$ cat config.mk
export PLATFORM = sky130hd
export DESIGN_NAME = mdio_cmd_ctrl
export DESIGN_NICKNAME = d
export VERILOG_FILES = /design/src/rtl/mdio_cmd_pkg.sv /design/src/rtl/mdio_clk_div.sv /design/src/rtl/mdio_frame_seq.sv /design/src/rtl/mdio_csr.sv /design/src/rtl/mdio_cmd_ctrl.sv
export SDC_FILE = /design/constraint.sdc
export NUM_CORES = 1
export LEC_CHECK = 0
export BUFFER_PORTS_ARGS = -buffer_cell sky130_fd_sc_hd__clkbuf_2
export CAP_MARGIN = 20
export CORE_MARGIN = 2
export CORE_UTILIZATION = 40
export CTS_CLUSTER_SIZE = 8
export DETAILED_ROUTE_END_ITERATION = 6
export GPL_TIMING_DRIVEN = 1
export SKIP_CTS_REPAIR_TIMING = 1
export SLEW_MARGIN = 20
export SYNTH_ARGS = -nofsm -noshare
export SYNTH_HDL_FRONTEND = slang
export SYNTH_SLANG_ARGS = --single-unit
$ cat constraint.sdc
create_clock -name clk -period 3.1 [get_ports clk]
set_input_delay 0.775 -clock clk [delete_from_list [all_inputs] [get_ports clk]]
set_output_delay 0.775 -clock clk [all_outputs]
set_load 0.01 [all_outputs]
$ cat src/rtl/mdio_cmd_pkg.sv
package mdio_cmd_pkg;
    localparam int CSR_W    = 32;
    localparam int ADDR_W   = 5;
    localparam int DATA_W   = 16;
    localparam int PHY_LSB  = 0;
    localparam int REG_LSB  = 8;
    localparam int WR_BIT   = 13;
    localparam int RD_BIT   = 14;
    localparam int DONE_BIT = 15;
    localparam int DATA_LSB = 16;

    typedef enum logic [2:0] {
        ST_IDLE,
        ST_PREAMBLE,
        ST_HEADER,
        ST_TURN,
        ST_DATA,
        ST_FINISH
    } mdio_state_e;

    typedef struct packed {
        logic              is_read;
        logic [ADDR_W-1:0] phy;
        logic [ADDR_W-1:0] regad;
        logic [DATA_W-1:0] wdata;
    } mdio_cmd_t;
endpackage

$ cat src/rtl/mdio_clk_div.sv
module mdio_clk_div #(
    parameter int HALF_DIV = 40
) (
    input  logic clk,
    input  logic rst_n,
    input  logic run,
    output logic mdc,
    output logic rise_ev,
    output logic fall_ev
);
    localparam int CNT_W = $clog2(HALF_DIV + 1);
    localparam logic [CNT_W-1:0] CNT_LAST = CNT_W'(HALF_DIV - 1);

    logic [CNT_W-1:0] cnt;
    logic             wrap;

    assign wrap    = run && (cnt == CNT_LAST);
    assign rise_ev = wrap && !mdc;
    assign fall_ev = wrap && mdc;

    always_ff @(posedge clk or negedge rst_n) begin
        if (!rst_n) begin
            cnt <= '0;
            mdc <= 1'b0;
        end else if (!run) begin
            cnt <= '0;
            mdc <= 1'b0;
        end else if (cnt == CNT_LAST) begin
            cnt <= '0;
            mdc <= ~mdc;
        end else begin
            cnt <= cnt + 1'b1;
        end
    end


    idle_mdc_low_chk: assert property (@(posedge clk) disable iff (!rst_n)
        !run |=> !mdc);
endmodule

$ cat src/rtl/mdio_frame_seq.sv
module mdio_frame_seq
    import mdio_cmd_pkg::*;
#(
    parameter int PRE_LEN = 32
) (
    input  logic              clk,
    input  logic              rst_n,
    input  logic              start,
    input  mdio_cmd_t         cmd,
    input  logic              rise_ev,
    input  logic              fall_ev,
    input  logic              mdio_i,
    output logic              run,
    output logic              mdio_o,
    output logic              mdio_oe,
    output logic              done,
    output logic [DATA_W-1:0] rd_value
);
    localparam int TOTAL    = PRE_LEN + 32;
    localparam int BCNT_W   = $clog2(TOTAL + 1);
    localparam logic [BCNT_W-1:0] PRE_END  = BCNT_W'(PRE_LEN - 1);
    localparam logic [BCNT_W-1:0] HDR_END  = BCNT_W'(PRE_LEN + 13);
    localparam logic [BCNT_W-1:0] TURN_END = BCNT_W'(PRE_LEN + 15);
    localparam logic [BCNT_W-1:0] LAST_BIT = BCNT_W'(TOTAL - 1);

    mdio_state_e       state, state_nx;
    logic [TOTAL-1:0]  shreg;
    logic [BCNT_W-1:0] bit_cnt;
    logic              is_rd;
    logic [DATA_W-1:0] rd_sh;
    logic [TOTAL-1:0]  frame_load;

    assign frame_load = {{PRE_LEN{1'b1}}, 2'b01,
                         (cmd.is_read ? 2'b10 : 2'b01),
                         cmd.phy, cmd.regad, 2'b10,
                         (cmd.is_read ? {DATA_W{1'b0}} : cmd.wdata)};

    // state register
    always_ff @(posedge clk or negedge rst_n) begin
        if (!rst_n) state <= ST_IDLE;
        else        state <= state_nx;
    end

    // next state
    always_comb begin
        state_nx = state;
        unique case (state)
            ST_IDLE:     if (start) state_nx = ST_PREAMBLE;
            ST_PREAMBLE: if (fall_ev && bit_cnt == PRE_END)  state_nx = ST_HEADER;
            ST_HEADER:   if (fall_ev && bit_cnt == HDR_END)  state_nx = ST_TURN;
            ST_TURN:     if (fall_ev && bit_cnt == TURN_END) state_nx = ST_DATA;
            ST_DATA:     if (fall_ev && bit_cnt == LAST_BIT) state_nx = ST_FINISH;
            ST_FINISH:   state_nx = ST_IDLE;
            default:     state_nx = ST_IDLE;
        endcase
    end

    // datapath
    always_ff @(posedge clk or negedge rst_n) begin
        if (!rst_n) begin
            shreg   <= '0;
            bit_cnt <= '0;
            is_rd   <= 1'b0;
            rd_sh   <= '0;
        end else begin
            if (state == ST_IDLE && start) begin
                shreg   <= frame_load;
                bit_cnt <= '0;
                is_rd   <= cmd.is_read;
            end else if (fall_ev) begin
                shreg   <= {shreg[TOTAL-2:0], 1'b0};
                bit_cnt <= bit_cnt + 1'b1;
            end
            if (rise_ev && state == ST_DATA && is_rd)
                rd_sh <= {rd_sh[DATA_W-2:0], mdio_i};
        end
    end

    // outputs
    always_comb begin
        run     = 1'b0;
        mdio_oe = 1'b0;
        done    = 1'b0;
        unique case (state)
            ST_IDLE:     ;
            ST_PREAMBLE: begin run = 1'b1; mdio_oe = 1'b1; end
            ST_HEADER:   begin run = 1'b1; mdio_oe = 1'b1; end
            ST_TURN:     begin run = 1'b1; mdio_oe = !is_rd; end
            ST_DATA:     begin run = 1'b1; mdio_oe = !is_rd; end
            ST_FINISH:   done = 1'b1;
            default:     ;
        endcase
        mdio_o   = mdio_oe & shreg[TOTAL-1];
        rd_value = rd_sh;
    end


    start_idle_chk: assert property (@(posedge clk) disable iff (!rst_n)
        start |-> state == ST_IDLE);
endmodule

$ cat src/rtl/mdio_csr.sv
module mdio_csr
    import mdio_cmd_pkg::*;
(
    input  logic              clk,
    input  logic              rst_n,
    input  logic              wr_en,
    input  logic [CSR_W-1:0]  wdata,
    input  logic              done,
    input  logic [DATA_W-1:0] rd_value,
    output logic              start,
    output mdio_cmd_t         cmd,
    output logic [CSR_W-1:0]  rdata
);
    logic [ADDR_W-1:0] phy_q, reg_q;
    logic [DATA_W-1:0] data_q;
    logic              rd_pend, wr_pend, done_flg, start_q;
    logic              busy, req;

    assign busy = rd_pend | wr_pend;
    assign req  = wdata[RD_BIT] | wdata[WR_BIT];

    always_ff @(posedge clk or negedge rst_n) begin
        if (!rst_n) begin
            phy_q    <= '0;
            reg_q    <= '0;
            data_q   <= '0;
            rd_pend  <= 1'b0;
            wr_pend  <= 1'b0;
            done_flg <= 1'b0;
            start_q  <= 1'b0;
        end else begin
            start_q <= 1'b0;
            if (done) begin
                done_flg <= 1'b1;
                rd_pend  <= 1'b0;
                wr_pend  <= 1'b0;
                if (rd_pend) data_q <= rd_value;
            end else if (wr_en && !busy) begin
                if (req) begin
                    phy_q    <= wdata[PHY_LSB +: ADDR_W];
                    reg_q    <= wdata[REG_LSB +: ADDR_W];
                    data_q   <= wdata[DATA_LSB +: DATA_W];
                    rd_pend  <= wdata[RD_BIT];
                    wr_pend  <= !wdata[RD_BIT];
                    done_flg <= 1'b0;
                    start_q  <= 1'b1;
                end else if (wdata[DONE_BIT]) begin
                    done_flg <= 1'b0;
                end
            end
        end
    end

    assign start       = start_q;
    assign cmd.is_read = rd_pend;
    assign cmd.phy     = phy_q;
    assign cmd.regad   = reg_q;
    assign cmd.wdata   = data_q;
    assign rdata       = {data_q, done_flg, rd_pend, wr_pend, reg_q, 3'b000, phy_q};


    one_request_chk: assert property (@(posedge clk) disable iff (!rst_n)
        $onehot0({rd_pend, wr_pend}));


    busy_ignore_chk: assert property (@(posedge clk) disable iff (!rst_n)
        (busy && !done) |=> ($stable(phy_q) && $stable(reg_q) && $stable(data_q) && !done_flg));


    flag_source_chk: assert property (@(posedge clk) disable iff (!rst_n)
        $rose(done_flg) |-> $past(done));
endmodule

$ cat src/rtl/mdio_cmd_ctrl.sv
module mdio_cmd_ctrl
    import mdio_cmd_pkg::*;
#(
    parameter int HALF_DIV = 40,
    parameter int PRE_LEN  = 32
) (
    input  logic        clk,
    input  logic        rst_n,
    input  logic        csr_wr,
    input  logic [31:0] csr_wdata,
    output logic [31:0] csr_rdata,
    output logic        mdc,
    output logic        mdio_o,
    output logic        mdio_oe,
    input  logic        mdio_i
);
    logic              start, run, rise_ev, fall_ev, done;
    logic [DATA_W-1:0] rd_value;
    mdio_cmd_t         cmd;

    mdio_csr u_csr (
        .clk      (clk),
        .rst_n    (rst_n),
        .wr_en    (csr_wr),
        .wdata    (csr_wdata),
        .done     (done),
        .rd_value (rd_value),
        .start    (start),
        .cmd      (cmd),
        .rdata    (csr_rdata)
    );

    mdio_clk_div #(.HALF_DIV(HALF_DIV)) u_div (
        .clk     (clk),
        .rst_n   (rst_n),
        .run     (run),
        .mdc     (mdc),
        .rise_ev (rise_ev),
        .fall_ev (fall_ev)
    );

    mdio_frame_seq #(.PRE_LEN(PRE_LEN)) u_seq (
        .clk      (clk),
        .rst_n    (rst_n),
        .start    (start),
        .cmd      (cmd),
        .rise_ev  (rise_ev),
        .fall_ev  (fall_ev),
        .mdio_i   (mdio_i),
        .run      (run),
        .mdio_o   (mdio_o),
        .mdio_oe  (mdio_oe),
        .done     (done),
        .rd_value (rd_value)
    );


    mdio_hold_chk: assert property (@(posedge clk) disable iff (!rst_n)
        (mdc && $past(mdc)) |-> ($stable(mdio_o) && $stable(mdio_oe)));
endmodule

==> Word-level counts from Yosys, hierarchy flattened <==
Index checks and enable logic that the tools add are counted.
{ "word_totals": {"input_bits": 36, "regBits": 128} }
{ "classes": {"mux": 36, "n_addsub": 2, "bitwise": 5, "eq_ne": 17, "reduce_logical": 28} }
{ "ops": {"columns": ["cell", "count"], "rows": [
  ["$mux 64", 2],
  ["$mux 16", 5],
  ["$eq 7x6->1 const B", 3],
  ["$mux 1", 17],
  ["$mux 3", 5],
  ["$pmux 3 s5", 1],
  ["$mux 7", 2],
  ["$mux 6", 2],
  ["$logic_and 1x1->1", 11],
  ["$ne 2x1->1 const B", 5],
  ["$add 7x1->7 const B", 1],
  ["$eq 7x5->1 const B", 1],
  ["$add 6x1->6 const B", 1],
  ["$eq 3x2->1 const B", 2],
  ["$eq 3x3->1 const B", 2],
  ["$eq 6x6->1 const B", 1],
  ["$reduce_and 3->1", 2],
  ["$reduce_bool 2->1", 3],
  ["$reduce_and 5->1", 1],
  ["$logic_not 1->1", 4],
  ["$ne 2x2->1 const B", 2],
  ["$reduce_and 2->1", 2],
  ["$reduce_or 2->1", 2],
  ["$reduce_or 4->1", 1],
  ["other kinds (8)", 10]
]} }

==> Longest topological paths before layout <==
Gate-level depths: netlist (run 1).
{ "depth": {"word_depth": 8, "mapped_depth": 7} }

==> Hierarchy <==
A second synthesis (run 1) with hierarchy kept.
{ "unflattened": {"hier_cells": 498, "hier_area_um2": 5993.2} }
{ "by_module_without_submodules": {"columns": ["mod", "instances", "seq_area_each_um2", "area_each_um2", "cells_each"], "rows": [
  ["mdio_frame_seq", 1, 2277.2, 4087.7, 344],
  ["mdio_csr", 1, 750.7, 1580.3, 125],
  ["mdio_clk_div", 1, 175.2, 325.3, 29]
]} }

==> Least setup slack after synthesis (run 1) <==
No wires, ideal clock.
{ "synth_timing": {"kind": "input to register", "startpoint": "in csr_wr", "endpoint": "reg u_csr.phy_q[0]", "stages": 4, "path_slack_ns": 0.919, "t_arrival_ns": 2.056, "setup_time_ns": 0.125, "path_cell_list": "or3b_2 -> nor3_1 -> buf_2 -> mux2_2"} }
{ "synth_between": {"elab_chain_len": 2} }
{ "synth_lines": {"columns": ["element", "line_no", "rtl"], "rows": [
  ["from (decl)", "mdio_cmd_ctrl.sv:9", "input logic csr_wr,"],
  ["$logic_and 1x1->1", "mdio_csr.sv:38", "end else if (wr_en && !busy) begin"],
  ["$reduce_and 3->1 (no line)", null, null],
  ["to (signal assigned)", "mdio_csr.sv:40", "phy_q <= wdata[PHY_LSB +: ADDR_W];"],
  ["to (decl)", "mdio_csr.sv:14", "logic [ADDR_W-1:0] phy_q, reg_q;"]
]} }
No other way between the ends.
A chain may end at the register's enable or synchronous reset.

==> Worst setup path after layout (run 1) <==
{ "layout_timing": {"startpoint": "reg u_seq.state[1]", "endpoint": "out mdio_o"} }
{ "layout_between": {"elab_chain_len": 4} }
{ "layout_lines": {"columns": ["element", "line_no", "rtl"], "rows": [
  ["from (decl)", "mdio_frame_seq.sv:26", "mdio_state_e state, state_nx;"],
  ["from (signal assigned)", "mdio_frame_seq.sv:41", "else state <= state_nx;"],
  ["$eq 3x2->1, or another cell as far along", "mdio_frame_seq.sv:84", "unique case (state)"],
  ["$reduce_or 2->1 (no line)", null, null],
  ["$pmux 1 s2 *", "mdio_frame_seq.sv:84", null],
  ["$and 1x1->1 *", "mdio_frame_seq.sv:93", "mdio_o = mdio_oe & shreg[TOTAL-1];"],
  ["to (decl)", "mdio_cmd_ctrl.sv:13", "output logic mdio_o,"]
]} }
Every way passes the cells marked *; elsewhere a longest branch is shown, timed or not.

==> out/metrics.sh, run 1 <==
POWER_FRAC_CLOCK=0.509
CTS-HTREE-LEVELS=4
CAP_VIOL_MAX_COUNT=0
CLK_TRANSITION_REPORTED_PATHS_NS=0.05
ANTENNA_FOUND_INITIAL=0
DRTPASS1ITERATIONS=5
TIMING.FINAL.SETUP_VIOLATIONS=0
CLOCK.FMAX_MHz=375.7
NUM_VIAS=3969
CLK_PATH_BUF_DEPTH=2
FIN_UTIL=0.4854
TRITONCTS_NUM_SINKS=128
MET3ROUTEDLENGTH_UM=398
POWER_PER_CELL_AREA_mW_PER_MM2=593.0
NUM-NETS-FINAL=646
CRIT_REQUIRED_NS=2.32
FINAL_CRITICAL_PATH_SETUP_SLACK_NS=0.4386
STATUS='complete, no violations'
GRT-OVFL-TOTAL=0
NUM_CTS_BUFFERS=17
POWER.TOTAL_uW=3964
POWER_FRAC_SEQ=0.450
ROUTE.LAYER.MET1.WL_MM=5.207
SEQUENTIAL_CELL_AREA_MM2=0.003203
COUNT_OF_STATE_ELEMENTS_AFTER_SYNTHESIS=128
SYNTH.CELLS.MOST_FREQUENT='sky130_fd_sc_hd__dfrtp_1, sky130_fd_sc_hd__nand2_1, sky130_fd_sc_hd__nor2_1'
DP_WORST_SETUP_SLACK_NS=0.8319
VIAS_PER_CELL=4.967
SYN2LAYOUT_AREA_GROWTH_PCT=19.08
POSTSYNTHCELLCOUNT=555
P_INT_uW=3178
SWITCHING_SHARE=0.1984
CLOCK_TREE_FROM_TRITONCTS='built'
POWER_SWITCHING_uW=786.4
POST-ROUTE-DRC-COUNT=0
SETUP.WORST_PATH.START_CLASS='flip-flop'
SLEW_VIOL_FINAL=0
TIMING.CRITICAL_PATH.ARRIVAL_NS=1.89
POST-ROUTE-PERIOD-UTIL=0.8585
SYNTHDOMINANTAREACELLTYPE='sky130_fd_sc_hd__dfrtp_1'
DETAILEDPLACEMENTHPWL_MM=6.996
FILLERINSTANCES=1301
IO_PINS=71
MULTI_INPUT_AREA_MM2=0.002196
ROUTED_WIRE_LENGTH_PER_INSTANCE_UM=13.45
FLOORPLAN.INITIALDENSITY=0.4076
NUMPORTBUFFERS=64
DRIVE_ABOVE_1_SHARE=0.2181
ASYNC_FLOP_SHARE=1.000
MAXIMUM_NUMBER_OF_PINS_ON_ONE_NET_BEFORE_GLOBAL_ROUTE_REPAIR=89
FIRST_GLOBAL_VIAS=3980
FINAL_ANTENNA_NET_COUNT=0
RELSLEWSLACK=0.5340
SYNTHDISTINCTLIBCELLS=41
WORST-PATH-MAX-FANOUT=10
GRT_PASS1_WL_MM=18.80
GLOBALPLACE.CONGESTION=0.8019
P_COMB_FRAC=0.041
CLOCK_LATENCY_NS=0.40
YOSYS_WARNINGS=0
SYNTH.YOSYS.SEQ_AREA_SHARE=0.5705
FINALCRITICALPERIOD_NS=2.661
TIMING.SETUP.CRITICAL_PATH_CLASS='reg -> out'
SYNTH_MOST_COMMON_CELL='sky130_fd_sc_hd__dfrtp_1'
FLOORPLAN.DIE_AREA_MM2=0.01500
DIE_WIDTH_UM=122.5
FIN_SKEW_NS=0.007085
SYNTH-MAIN-FF-CELL='sky130_fd_sc_hd__dfrtp_1'
TOTAL_STANDARD_CELL_AREA_AFTER_SYNTHESIS_MM2=0.005614
DETAIL_ROUTE.WIRELENGTH_MM=10.74
GLOBALROUTETOTALUTIL=0.1591
NUMBER_OF_FLOPS_MAPPED_TO_ENABLE_CELLS_BY_YOSYS=0
IRDROPWORSTVDD_mV=0.3091
CLOCK_TREE.ROOT_CELL='sky130_fd_sc_hd__clkbuf_16'
SYN_AREA_PER_CELL_UM2=10.12
SYNTH_TOP_CELLS_BY_AREA='sky130_fd_sc_hd__dfrtp_1, sky130_fd_sc_hd__nand2_1, sky130_fd_sc_hd__mux2_2'
UNREPAIRED_SETUP_ENDPOINTS_AFTER_GLOBAL_ROUTING='no'
TOP_ROUTING_LAYER_IN_USE='met4'
FIN_TNS_SETUP_NS=0
HOLD_PATH_CLASS='in -> async'
DETAILROUTE.WIRELENGTH.MET2_MM=5.040
ANTENNA-DIODE-COUNT=0
POWER.LEAKAGE_uW=0.003049
HOLD_WS_NS=0.3720
WORST_SLEW_PIN_SLEW_NS=0.6965
SYNTH_LARGEST_TYPE_AREA_FRACTION=0.5705
FP.COREAREA_MM2=0.01377
DRT_ITER0_DRC=198
CRITICAL_PATH.ENDPOINT_TYPE='primary output'
DIE-HEIGHT_UM=122.5
CORE.ROWCOUNT=43
HOLD_VIOL=0
critical path: stages, from the launching register on:
cell and delay [ns]:
sky130_fd_sc_hd__dfrtp_1 0.48, sky130_fd_sc_hd__nor2_1 0.25, sky130_fd_sc_hd__nand2_1 0.14, sky130_fd_sc_hd__o22ai_1 0.31
sky130_fd_sc_hd__and2_1 0.17, sky130_fd_sc_hd__clkbuf_2 0.13
power groups by stage:
stage / sequential, uW / clock [uW] / combinational [uW]
2_1_floorplan: 1810 / 0 / 72.3
3_3_place_gp: 1810 / 0 / 164
3_5_place_dp: 1810 / 0 / 169
4_1_cts: 1780 / 2070 / 169
5_1_grt: 1790 / 2160 / 191
6_report: 1780 / 2020 / 164
state kept, by name, indices dropped and copies added (netlist names):
signal / flops
u_seq.shreg: 64
u_csr.data_q: 16
u_seq.rd_value: 16
u_seq.bit_cnt: 7
u_div.cnt: 6
u_csr.phy_q: 5
u_csr.reg_q: 5
u_seq.state: 3
u_csr.done_flg: 1
u_csr.rd_pend: 1
u_csr.start: 1
u_csr.wr_pend: 1
u_div.mdc: 1
u_seq.is_rd: 1
per-layer routing:
| metal | up-vias | GRT usage |
|---|---|---|
| met5 | - | 0 |
| met4 | 0 | 0.06825 |
| met3 | 8 | 0.04322 |
| met2 | 71 | 0.2382 |
| met1 | 1915 | 0.2179 |
| li1 | 1975 | - |
final cells by class:
type	count	area share
Tap cell	180	0.03369
Clock buffer	27	0.07674
Inverter	6	0.003369
Multi-Input combinational cell	381	0.3285
Clock inverter	4	0.01460
Timing Repair Buffer	73	0.06401
Sequential cell	128	0.4791
stage by stage:
stage	instance area, um2	instances
global placement	6075	768
detailed placement	6075	768
finish	6685	799
floorplan	5622	557
CTS	6685	799
global route	6685	799
placed cells by master, fill, tap and decap left out, types with 3 or more instances in the layout:
master / Yosys / layout
sky130_fd_sc_hd__xor2_1: 4 / 4
sky130_fd_sc_hd__nand3b_1: 18 / 18
sky130_fd_sc_hd__clkbuf_8: 0 / 5
sky130_fd_sc_hd__nand2_1: 104 / 104
sky130_fd_sc_hd__mux2_2: 26 / 26
sky130_fd_sc_hd__clkbuf_2: 0 / 63
sky130_fd_sc_hd__xnor2_1: 7 / 7
sky130_fd_sc_hd__buf_4: 9 / 7
sky130_fd_sc_hd__clkbuf_1: 17 / 5
sky130_fd_sc_hd__inv_1: 6 / 6
sky130_fd_sc_hd__nand3_1: 4 / 4
sky130_fd_sc_hd__clkbuf_16: 0 / 17
sky130_fd_sc_hd__conb_1: 1 / 3
sky130_fd_sc_hd__ha_1: 3 / 3
sky130_fd_sc_hd__bufinv_16: 0 / 3
sky130_fd_sc_hd__o21ai_0: 54 / 54
sky130_fd_sc_hd__a21oi_1: 3 / 3
sky130_fd_sc_hd__nor2_1: 74 / 74
sky130_fd_sc_hd__buf_12: 0 / 3
sky130_fd_sc_hd__mux2i_1: 17 / 17
sky130_fd_sc_hd__nor3_1: 7 / 6
sky130_fd_sc_hd__a22oi_1: 9 / 9
sky130_fd_sc_hd__a31oi_1: 18 / 18
sky130_fd_sc_hd__dfrtp_1: 128 / 128
cells by family (layout without fill, tap and decap cells):
group	Yosys count	in the layout	share of synthesized area
AO/OA/AOI/OAI	95	95	0.09917
XOR/XNOR	11	11	0.01716
adder cells (fa/ha/maj)	3	3	0.006687
buffers and inverters	48	110	0.04168
flip-flops	128	128	0.5705
multiplexers	43	43	0.08246
other	1	3	0.0006680
AND/OR/NAND/NOR	226	226	0.1816
final timing paths:
kind                                            startpoint                            to  slack [ns]  cells past startpoint
worst max-delay path            u_seq.state[1]$_DFFE_PN0P_                        mdio_o        0.44                      5
worst min-delay path                                 rst_n   u_seq.shreg[62]$_DFFE_PN0P_        0.37                      1
worst max register to register   u_csr.rd_pend$_DFFE_PN0P_  u_csr.data_q[13]$_DFFE_PN0P_        0.98                      6
worst min register to register      u_div.cnt[0]$_DFF_PN0_        u_div.cnt[0]$_DFF_PN0_        0.45                      1
max in group asynchronous                            rst_n   u_seq.shreg[31]$_DFFE_PN0P_        1.98                      2
min in group clk                    u_div.cnt[0]$_DFF_PN0_        u_div.cnt[0]$_DFF_PN0_        0.45                      1
Note: power is estimated with default switching activity, not from simulation.
==> inputs of run 2 (changes only) <==
==> constraint.sdc (replaced) <==
create_clock -name clk -period 3.1 [get_ports clk]
set_input_delay 0.62 -clock clk [delete_from_list [all_inputs] [get_ports clk]]
set_output_delay 0.62 -clock clk [all_outputs]
set_load 0.01 [all_outputs]
==> out/metrics.sh, run 2 (same netlist as run 1, synthesis figures left out) <==
STATUS='complete, no violations'  # unchanged
CLK_PATH_BUF_DEPTH=2  # unchanged
TIMING.SETUP.CRITICAL_PATH_CLASS='reg -> out'  # unchanged
CRITICAL_PATH_DEPTH=5  # unchanged
NUMBER_OF_FLIP_FLOPS_IN_THE_LARGEST_REGISTER=64  # unchanged
TRITONCTS_NUM_SINKS=128  # unchanged
NUM_VIAS=3939  # was 3969
FILLERINSTANCES=1302  # was 1301
CLOCK_TREE.ROOT_CELL='sky130_fd_sc_hd__clkbuf_16'  # unchanged
HOLD_VIOL=0  # unchanged
DETAILEDPLACEMENTHPWL_MM=7.005  # was 6.996 mm
GLOBALPLACE.CONGESTION=0.8010  # was 0.8019
WORST-PATH-MAX-FANOUT=10  # unchanged
FLOORPLAN.DIE_AREA_MM2=0.01500  # unchanged
IRDROPWORSTVDD_mV=0.3089  # was 0.3091 mV
NUMPORTBUFFERS=64  # unchanged
NUM_CTS_BUFFERS=17  # unchanged
LARGEST-REGISTER='u_seq.shreg'  # unchanged
ANTENNA_FOUND_INITIAL=0  # unchanged
FLOORPLAN.INITIALDENSITY=0.4076  # unchanged
DRTPASS1ITERATIONS=5  # unchanged
POST-ROUTE-DRC-COUNT=0  # unchanged
POWER_PER_CELL_AREA_mW_PER_MM2=625.4  # was 593.0 mW/mm2
CRITICAL_PATH.CELL_CHAIN='nor2_1 -> nand2_1 -> o22ai_1 -> and2_1 -> clkbuf_2'  # unchanged
TIMING.CRITICAL_PATH.ARRIVAL_NS=1.89  # about the same
DETAIL_ROUTE.WIRELENGTH_MM=10.73  # was 10.74 mm
CLOCK.FMAX_MHz=399.1  # was 375.7 MHz
ANTENNA-DIODE-COUNT=0  # unchanged
CLK_TRANSITION_REPORTED_PATHS_NS=0.05  # about the same
CAP_VIOL_MAX_COUNT=0  # unchanged
MULTI_INPUT_AREA_MM2=0.002196  # unchanged
CRITPATHSLOWESTCELL='sky130_fd_sc_hd__dfrtp_1'  # unchanged
DPL.CELL_COUNT=770  # was 768
MAXIMUM_NUMBER_OF_PINS_ON_ONE_NET_BEFORE_GLOBAL_ROUTE_REPAIR=89  # unchanged
FIN_SKEW_NS=0.009125  # was 0.007085 ns
CRITICAL-PATH-MAX-STAGE-DELAY_NS=0.49  # was 0.48 ns
COUNT_OF_CELLS_ALONG_THE_WORST_REGISTER_TO_REGISTER_PATH=6  # unchanged
CRIT_REQUIRED_NS=2.48  # was 2.32 ns
VIAS_PER_CELL=4.911  # was 4.967
POST-ROUTE-PERIOD-UTIL=0.8082  # was 0.8585
DRIVE_ABOVE_1_SHARE=0.2299  # was 0.2181
FINALCRITICALPERIOD_NS=2.505  # was 2.661 ns
WORST_SLEW_PIN_SLEW_NS=0.6758  # was 0.6965 ns
FP.COREAREA_MM2=0.01377  # unchanged
DRT_ITER0_DRC=219  # was 198
CTS-HTREE-LEVELS=4  # unchanged
TIMING.CRITICAL_PATH.MAX_DELAY_FAMILY='simple AND/OR/NAND/NOR gates'  # unchanged
NUM-NETS-FINAL=648  # was 646
FINISH.CELL_COUNT_WITHOUT_FILLERS=802  # was 799
FIRST_GLOBAL_VIAS=3867  # was 3980
GRT_PASS1_WL_MM=18.59  # was 18.80 mm
FINAL_ANTENNA_NET_COUNT=0  # unchanged
SEQUENTIAL_CELL_AREA_MM2=0.003203  # unchanged
MOST-COMMON-LAYOUT-CELLS='sky130_fd_sc_hd__dfrtp_1, sky130_fd_sc_hd__nand2_1, sky130_fd_sc_hd__nor2_1'  # unchanged
HOLD_PATH_CLASS='in -> async'  # unchanged
GLOBALROUTETOTALUTIL=0.1566  # was 0.1591
CORE.ROWCOUNT=43  # unchanged
ROUTED_WIRE_LENGTH_PER_INSTANCE_UM=13.38  # was 13.45 um
FIN_TNS_SETUP_NS=0  # unchanged
DIE_WIDTH_UM=122.5  # unchanged
CLOCK_TREE_FROM_TRITONCTS='built'  # unchanged
UNREPAIRED_SETUP_ENDPOINTS_AFTER_GLOBAL_ROUTING='no'  # unchanged
GRT-OVFL-TOTAL=0  # unchanged
IO_PINS=71  # unchanged
CRITPATHBUFINV=1  # unchanged
TIMING.FINAL.SETUP_VIOLATIONS=0  # unchanged
POWER.LEAKAGE_uW=0.003086  # was 0.003049 uW
SETUP.WORST_PATH.START_CLASS='flip-flop'  # unchanged
SYN2LAYOUT_AREA_GROWTH_PCT=20.46  # was 19.08%
RELSLEWSLACK=0.5478  # was 0.5340
CLOCK_LATENCY_NS=0.41  # was 0.40 ns
LAYOUT_COMMONEST_CELL='sky130_fd_sc_hd__dfrtp_1'  # unchanged
SLEW_VIOL_FINAL=0  # unchanged
CRITICAL_PATH.ENDPOINT_TYPE='primary output'  # unchanged
FIN_UTIL=0.4910  # was 0.4854
DIE-HEIGHT_UM=122.5  # unchanged
run 2: worst reg2reg max path: stages (launching register included):
cell,delay [ns]
sky130_fd_sc_hd__dfrtp_1,0.60
sky130_fd_sc_hd__or3b_2,0.60
sky130_fd_sc_hd__nor3_2,0.15
sky130_fd_sc_hd__a21o_1,0.10
sky130_fd_sc_hd__buf_4,0.29
sky130_fd_sc_hd__nor2_1,0.08
sky130_fd_sc_hd__a31oi_1,0.18
run 2: cell type report:
type | instances | share of cell area
Clock buffer | 19 | 0.06697
Timing Repair Buffer | 75 | 0.06364
Sequential cell | 128 | 0.4736
Inverter | 6 | 0.003330
Multi-Input combinational cell | 381 | 0.3247
Clock inverter | 13 | 0.03441
Tap cell | 180 | 0.03330
run 2: power by group:
part | total, uW | leakage, uW | internal (uW) | switching [uW]
clock network | 2280 | 0.000322 | 1550 | 732
registers | 1780 | 0.00167 | 1740 | 43.8
logic | 164 | 0.00110 | 70.6 | 93.0
total | 4230 | 0.00309 | 3360 | 869
run 2: worst paths after layout:
| kind | from | end | slack [ns] |
|---|---|---|---|
| worst max-delay path | u_seq.state[1]$_DFFE_PN0P_ | mdio_o | 0.59 |
| worst min-delay path | rst_n | u_seq.shreg[48]$_DFFE_PN0P_ | 0.14 |
| worst max register to register | u_csr.rd_pend$_DFFE_PN0P_ | u_csr.data_q[14]$_DFFE_PN0P_ | 1.01 |
| worst min register to register | u_div.cnt[0]$_DFF_PN0_ | u_div.cnt[0]$_DFF_PN0_ | 0.46 |
| max in group asynchronous | rst_n | u_seq.shreg[36]$_DFFE_PN0P_ | 2.14 |
| min in group clk | csr_wdata[20] | u_csr.data_q[4]$_DFFE_PN0P_ | 0.44 |
run 2: metrics by stage:
stage               total power (uW)  instance area (um2)  worst slack, ns  hold WS (ns)
floorplan                       1880                 5622            1.074        0.3244
global placement                1973                 6077            1.007        0.4474
detailed placement              1980                 6077            1.007        0.4577
CTS                             4276                 6763           0.5656        0.1461
global route                    4387                 6763           0.4488        0.1592
finish                          4230                 6763           0.5946        0.1411
run 2: metal layers:
layer / up-vias / wire, um / global-route usage
met5: - / 0 / 0
met4: 0 / 108 / 0.05532
met3: 8 / 440 / 0.04554
met2: 75 / 4859 / 0.2309
met1: 1884 / 5325 / 0.2206
li1: 1972 / - / -
